<file path="src/rtl/crs4b5b_pkg.sv">
package crs4b5b_pkg;
  localparam int SYM_BITS = 5;
  localparam logic [SYM_BITS-1:0] CG_J    = 5'b11000;
  localparam logic [SYM_BITS-1:0] CG_K    = 5'b10001;
  localparam logic [SYM_BITS-1:0] CG_T    = 5'b01101;
  localparam logic [SYM_BITS-1:0] CG_R    = 5'b00111;
  localparam logic [SYM_BITS-1:0] CG_IDLE = 5'b11111;
  typedef enum logic [1:0] {TRK_IDLE, TRK_PRE, TRK_STREAM} trk_state_e;
endpackage

</file>
<file path="src/rtl/crs_code_window.sv">
module crs_code_window #(
  parameter int WIN_BITS = 10,
  parameter int ONES_RUN = 10
) (
  input  logic                clk,
  input  logic                rst,
  input  logic                clr,
  input  logic                bit_in,
  output logic [WIN_BITS-1:0] win_next,
  output logic                zero_pair,
  output logic                ones_run
);
  logic [WIN_BITS-1:0] win_q;

  // newest bit at index 0, oldest at the top
  assign win_next = {win_q[WIN_BITS-2:0], bit_in};
  assign ones_run = &win_next[ONES_RUN-1:0];

  // two zeros separated by at least one position
  always_comb begin
    zero_pair = 1'b0;
    for (int i = 0; i < WIN_BITS - 2; i++) begin
      for (int j = i + 2; j < WIN_BITS; j++) begin
        if (!win_next[i] && !win_next[j]) zero_pair = 1'b1;
      end
    end
  end

  // a cleared window reads as line idle (all ones)
  always_ff @(posedge clk) begin
    if (rst || clr) win_q <= '1;
    else            win_q <= win_next;
  end
endmodule

</file>
<file path="src/rtl/crs_stream_tracker.sv">
module crs_stream_tracker
  import crs4b5b_pkg::*;
#(
  parameter int WIN_BITS = 10
) (
  input  logic                clk,
  input  logic                rst,
  input  logic                link_down,
  input  logic [WIN_BITS-1:0] win_next,
  input  logic                zero_pair,
  input  logic                ones_run,
  output logic                push_val,
  output logic                flush
);
  localparam int CNT_W = $clog2(SYM_BITS);
  localparam logic [CNT_W-1:0] LAST_POS = CNT_W'(SYM_BITS - 1);

  trk_state_e state_q, state_d;
  logic [CNT_W-1:0] cnt_q, cnt_d;
  logic [SYM_BITS-1:0] cur_sym, prev_sym;
  logic jk_hit, sym_done, term;

  assign cur_sym  = win_next[SYM_BITS-1:0];
  assign prev_sym = win_next[2*SYM_BITS-1:SYM_BITS];
  assign jk_hit   = (win_next[2*SYM_BITS-1:0] == {CG_J, CG_K});
  assign sym_done = (state_q == TRK_STREAM) && (cnt_q == LAST_POS);
  assign term     = ((prev_sym == CG_T)    && (cur_sym == CG_R)) ||
                    ((prev_sym == CG_IDLE) && (cur_sym == CG_IDLE));
  assign flush    = sym_done && term;

  always_comb begin
    state_d = state_q;
    cnt_d   = cnt_q;
    case (state_q)
      TRK_IDLE: begin
        if (jk_hit) begin
          state_d = TRK_STREAM;
          cnt_d   = '0;
        end else if (zero_pair) begin
          state_d = TRK_PRE;
        end
      end
      TRK_PRE: begin
        if (jk_hit) begin
          state_d = TRK_STREAM;
          cnt_d   = '0;
        end else if (ones_run) begin
          state_d = TRK_IDLE;
        end
      end
      TRK_STREAM: begin
        if (sym_done) begin
          cnt_d = '0;
          if (term) state_d = TRK_IDLE;
        end else begin
          cnt_d = cnt_q + 1'b1;
        end
      end
      default: state_d = TRK_IDLE;
    endcase
    if (link_down) begin
      state_d = TRK_IDLE;
      cnt_d   = '0;
    end
  end

  assign push_val = (state_d != TRK_IDLE);

  always_ff @(posedge clk) begin
    if (rst) begin
      state_q <= TRK_IDLE;
      cnt_q   <= '0;
    end else begin
      state_q <= state_d;
      cnt_q   <= cnt_d;
    end
  end

  AST_ZERO_PAIR_WAKES: assert property (@(posedge clk) disable iff (rst)
    (state_q == TRK_IDLE && zero_pair && !link_down) |=> (state_q != TRK_IDLE));
  AST_QUIET_STAYS: assert property (@(posedge clk) disable iff (rst)
    (state_q == TRK_IDLE && !zero_pair && !jk_hit) |=> (state_q == TRK_IDLE));
  AST_ONES_DROP: assert property (@(posedge clk) disable iff (rst)
    (state_q == TRK_PRE && ones_run && !jk_hit) |=> (state_q == TRK_IDLE));
  AST_LINK_DOWN_QUIET: assert property (@(posedge clk) disable iff (rst)
    link_down |=> (state_q == TRK_IDLE && cnt_q == '0));
endmodule

</file>
<file path="src/rtl/crs_out_stage.sv">
module crs_out_stage #(
  parameter int DEPTH = 5
) (
  input  logic clk,
  input  logic rst,
  input  logic clr,
  input  logic push_val,
  input  logic tx_en,
  input  logic rx_only,
  output logic rx_carrier,
  output logic crs
);
  logic [DEPTH-1:0] dly_q;

  always_ff @(posedge clk) begin
    if (rst) begin
      dly_q      <= '0;
      rx_carrier <= 1'b0;
      crs        <= 1'b0;
    end else begin
      dly_q      <= clr ? '0 : {dly_q[DEPTH-2:0], push_val};
      rx_carrier <= dly_q[DEPTH-1];
      crs        <= dly_q[DEPTH-1] | (tx_en & ~rx_only);
    end
  end

  AST_RX_ONLY_MODE: assert property (@(posedge clk) disable iff (rst)
    rx_only |=> (crs == rx_carrier));
  AST_TX_MERGE: assert property (@(posedge clk) disable iff (rst)
    (tx_en && !rx_only) |=> crs);
  AST_CRS_COVERS_RX: assert property (@(posedge clk) disable iff (rst)
    rx_carrier |-> crs);
endmodule

</file>
<file path="src/rtl/crs_4b5b_detect.sv">
module crs_4b5b_detect
  import crs4b5b_pkg::*;
#(
  parameter int WIN_BITS = 10,
  parameter int ONES_RUN = 10
) (
  input  logic clk,
  input  logic rst,
  input  logic rx_code_bit,
  input  logic tx_en,
  input  logic full_duplex,
  input  logic repeater_mode,
  input  logic link_down,
  output logic rx_carrier,
  output logic crs
);
  logic [WIN_BITS-1:0] win_next;
  logic zero_pair, ones_run, push_val, flush, wipe;

  assign wipe = flush | link_down;

  crs_code_window #(.WIN_BITS(WIN_BITS), .ONES_RUN(ONES_RUN)) u_window (
    .clk       (clk),
    .rst       (rst),
    .clr       (wipe),
    .bit_in    (rx_code_bit),
    .win_next  (win_next),
    .zero_pair (zero_pair),
    .ones_run  (ones_run)
  );

  crs_stream_tracker #(.WIN_BITS(WIN_BITS)) u_tracker (
    .clk       (clk),
    .rst       (rst),
    .link_down (link_down),
    .win_next  (win_next),
    .zero_pair (zero_pair),
    .ones_run  (ones_run),
    .push_val  (push_val),
    .flush     (flush)
  );

  crs_out_stage #(.DEPTH(SYM_BITS)) u_out (
    .clk        (clk),
    .rst        (rst),
    .clr        (wipe),
    .push_val   (push_val),
    .tx_en      (tx_en),
    .rx_only    (full_duplex | repeater_mode),
    .rx_carrier (rx_carrier),
    .crs        (crs)
  );
endmodule

</file>
<file path="config.mk">
export PLATFORM = sky130hd
export DESIGN_NAME = crs_4b5b_detect
export DESIGN_NICKNAME = d
export VERILOG_FILES = /design/src/rtl/crs4b5b_pkg.sv /design/src/rtl/crs_code_window.sv /design/src/rtl/crs_stream_tracker.sv /design/src/rtl/crs_out_stage.sv /design/src/rtl/crs_4b5b_detect.sv
export SDC_FILE = /design/constraint.sdc
export NUM_CORES = 1
export LEC_CHECK = 0
export BUFFER_PORTS_ARGS = -buffer_cell sky130_fd_sc_hd__buf_4
export CAP_MARGIN = 20
export CORE_UTILIZATION = 32
export DETAILED_ROUTE_END_ITERATION = 10
export SLEW_MARGIN = 20
export SYNTH_ARGS = -nofsm -noshare
export SYNTH_HDL_FRONTEND = slang
export SYNTH_SLANG_ARGS = --single-unit
</file>
<file path="constraint.sdc">
create_clock -name clk -period 1.74 [get_ports clk]
set_input_delay 0 -clock clk [delete_from_list [all_inputs] [get_ports clk]]
set_output_delay 0 -clock clk [all_outputs]
set_load 0.1 [all_outputs]
</file>
==> results.sh <==
export IMPL_path_delay_family="compound AO/OA/AOI/OAI gates"
export IMPL_synth_cell_types=32
export IMPL_clkSinkCount=21
export IMPL_core_area_sq_um=2450
export IMPL_yosys_warnings=0
export IMPL_layout_min_cycle_time_ns=1.53
export IMPL_die_w_um=53.0
export IMPL_netlist_area_leader_share=0.506
export IMPL_wl_met3_um=22
export IMPL_p_per_area_nw_per_um2=757
export IMPL_status="completed"
export IMPL_drv_slew=0
export IMPL_postRouteAntennaNets=0
export IMPL_slowest_delay_ns=0.46
export IMPL_grt_pass1_wl_um=2460
export IMPL_clk_pin_slew_worst_paths_ns=0.11
export IMPL_relSlewSlack=0.785
export IMPL_synth_most_common_cell="dfxtp_1"
export IMPL_crit_required_ns=1.93
export IMPL_p_leak_uw=0.000362
export IMPL_finalSetupViolCount=0
export IMPL_syn_nets=92
export IMPL_overflow=0
export IMPL_tritoncts="done"
export IMPL_diodes=0
export IMPL_totalNegativeSetupSlack_ns=0
export IMPL_ys_flop_type="dfxtp_1"
export IMPL_fin_area_sq_um=996
export IMPL_fin_nets=109
export IMPL_cts_buffer_depth=2
export IMPL_crit_fanout=7
export IMPL_drv_cap=0
export IMPL_postSynth_asyncResetShare=0
export IMPL_first_iter_violations=6
export IMPL_path_cells="and4_1, nand3_1, a2111oi_2, a211o_1, a21boi_1"
export IMPL_dpl_cell_area_sq_um=928
export IMPL_worstMarginPinSlew_ns=0.322
export IMPL_syn_avg_cell_area_sq_um=10.0
export IMPL_cp_start_kind="register"
export IMPL_ys_ff_latch=21
export IMPL_ir_drop_uv=701
export IMPL_first_global_vias=566
export IMPL_io_pins=9
export IMPL_drc_errors=0
export IMPL_cp_arrival_ns=1.72
export IMPL_hold_viol_final=0
export IMPL_firstDrtPassIters=4
export IMPL_period_share=0.880
export IMPL_die_y_um=53.0
export IMPL_syn_inst=83
export IMPL_num_rows=18
export IMPL_vias=654
export IMPL_cts_root_buf="clkbuf_4"
export IMPL_grt_use_total=0.123
export IMPL_routed_wl_um=1510
export IMPL_hold_class="in2reg"
export IMPL_postCtsSetupBuffers=0
export IMPL_vias_per_cell=5.07
export IMPL_place_congestion=0.801
export IMPL_hpwl_um=1110
export IMPL_fmax_ghz=0.653
export IMPL_worstSetupPathType="reg2reg"
export IMPL_synthTopCellsByCount="dfxtp_1, or3_1, nor2_1"
export IMPL_endpoint_kind="register"
export IMPL_p_total_uw=754
export IMPL_wl_met2_um=727
export IMPL_antenna_found_initial=0
export IMPL_dieArea_sq_um=2800
export IMPL_clock_skew_ns=0.00116
export IMPL_seq_area_frac_synth=0.506
export IMPL_io_buffer_count=8
export IMPL_synth_enable_flop_cells=0
export IMPL_grt_setup_unrepaired="false"
export IMPL_wl_met1_um=740
export IMPL_wire_per_inst_um=11.7
export IMPL_yosys_top_cells_area="dfxtp_1, or3_1, a2111oi_4"
export IMPL_initial_core_util=0.338
export IMPL_dr_max_layer_used="met4"
export IMPL_areaGrowthSynthToFinish_pct=19.9
export IMPL_clock_latency_ns=0.29
export IMPL_cp_slowest_cell="dfxtp_1"
export IMPL_cp_buffers_inverters=0
export IMPL_grt_max_degree=13
export IMPL_htree_num_levels=1
export IMPL_layout_drive_gt1_share=0.182
export IMPL_numCtsBuffers=3
export IMPL_syn_cell_area_sq_um=831
export IMPL_synth_top_area_cell="dfxtp_1"
==> worst min-delay path, stage by stage <==
cell     delay (ns)
buf_4          0.08
nor2_1         0.03
a21oi_1        0.12
nor2_1         0.04
==> through the flow <==
step	hold WS, ns	setup WS [ns]	cells	utilization
after floorplan	0.0716	0.367	83	-
after global placement	0.226	0.236	121	0.378
after detailed placement	0.224	0.211	121	0.378
after CTS	0.00605	0.209	129	0.406
after global routing	0.0140	0.0712	129	0.406
final	0.0125	0.209	129	0.406
==> logic make-up after synthesis <==
group	after synthesis	share of synthesized area
flip-flops	21	0.506
buffers and inverters	4	0.0226
AND/OR/NAND/NOR	39	0.265
adder cells (fa/ha/maj)	2	0.0301
AO/OA/AOI/OAI	17	0.176
==> layout by cell type, fill, tap and decap left out, types with 2 or more instances in the layout <==
master and instances:
clkbuf_4 3, dlygate4sd3_1 4, nand4_1 4, ha_1 2, nor2_1 7, nor3_1 2, nand2_1 3, inv_1 3
dfxtp_1 21, buf_4 9, and2_1 4, nand3_1 2, a21oi_1 5, or3_1 9
==> registers in the layout, indices dropped and copies added, names as in the netlist <==
register           flops
u_out.crs              1
u_out.dly_q            5
u_out.rx_carrier       1
u_tracker.cnt_q        3
u_tracker.state_q      2
u_window.win_q         9
==> worst paths after layout <==
path | to | slack [ns] | cells past startpoint | startpoint
worst max register to register | u_out.dly_q[0]$_SDFF_PP0_ | 0.21 | 5 | u_window.win_q[6]$_SDFF_PP1_
worst max-delay path | u_out.dly_q[0]$_SDFF_PP0_ | 0.21 | 5 | u_window.win_q[6]$_SDFF_PP1_
worst min register to register | u_out.dly_q[3]$_SDFF_PP0_ | 0.44 | 1 | u_out.dly_q[2]$_SDFF_PP0_
worst min-delay path | u_out.crs$_SDFF_PP0_ | 0.01 | 4 | full_duplex
==> routing by layer <==
layer	up-vias	GRT usage
met5	-	0
met4	0	0.0789
li1	340	-
met3	2	0.0172
met2	3	0.186
met1	309	0.161
==> power breakdown <==
part	internal [uW]	switching, uW
clock network	85.5	142
registers	483	2.22
logic	20.8	21.0
==> repair_timing <==
item                      4_1_cts  5_1_grt
gates resized for setup         0        0
hold endpoints to repair        8        0
hold buffers                    4        0
==> cell type report <==
| class | count | area [sq um] |
|---|---|---|
| Timing Repair Buffer | 13 | 108 |
| Fill cell | 249 | 1460 |
| Sequential cell | 21 | 420 |
| Multi-Input combinational cell | 58 | 392 |
| Clock inverter | 1 | 5.00 |
| Inverter | 3 | 11.3 |
| Clock buffer | 3 | 22.5 |
| Tap cell | 30 | 37.5 |
Power figures use the tool's default switching activity.
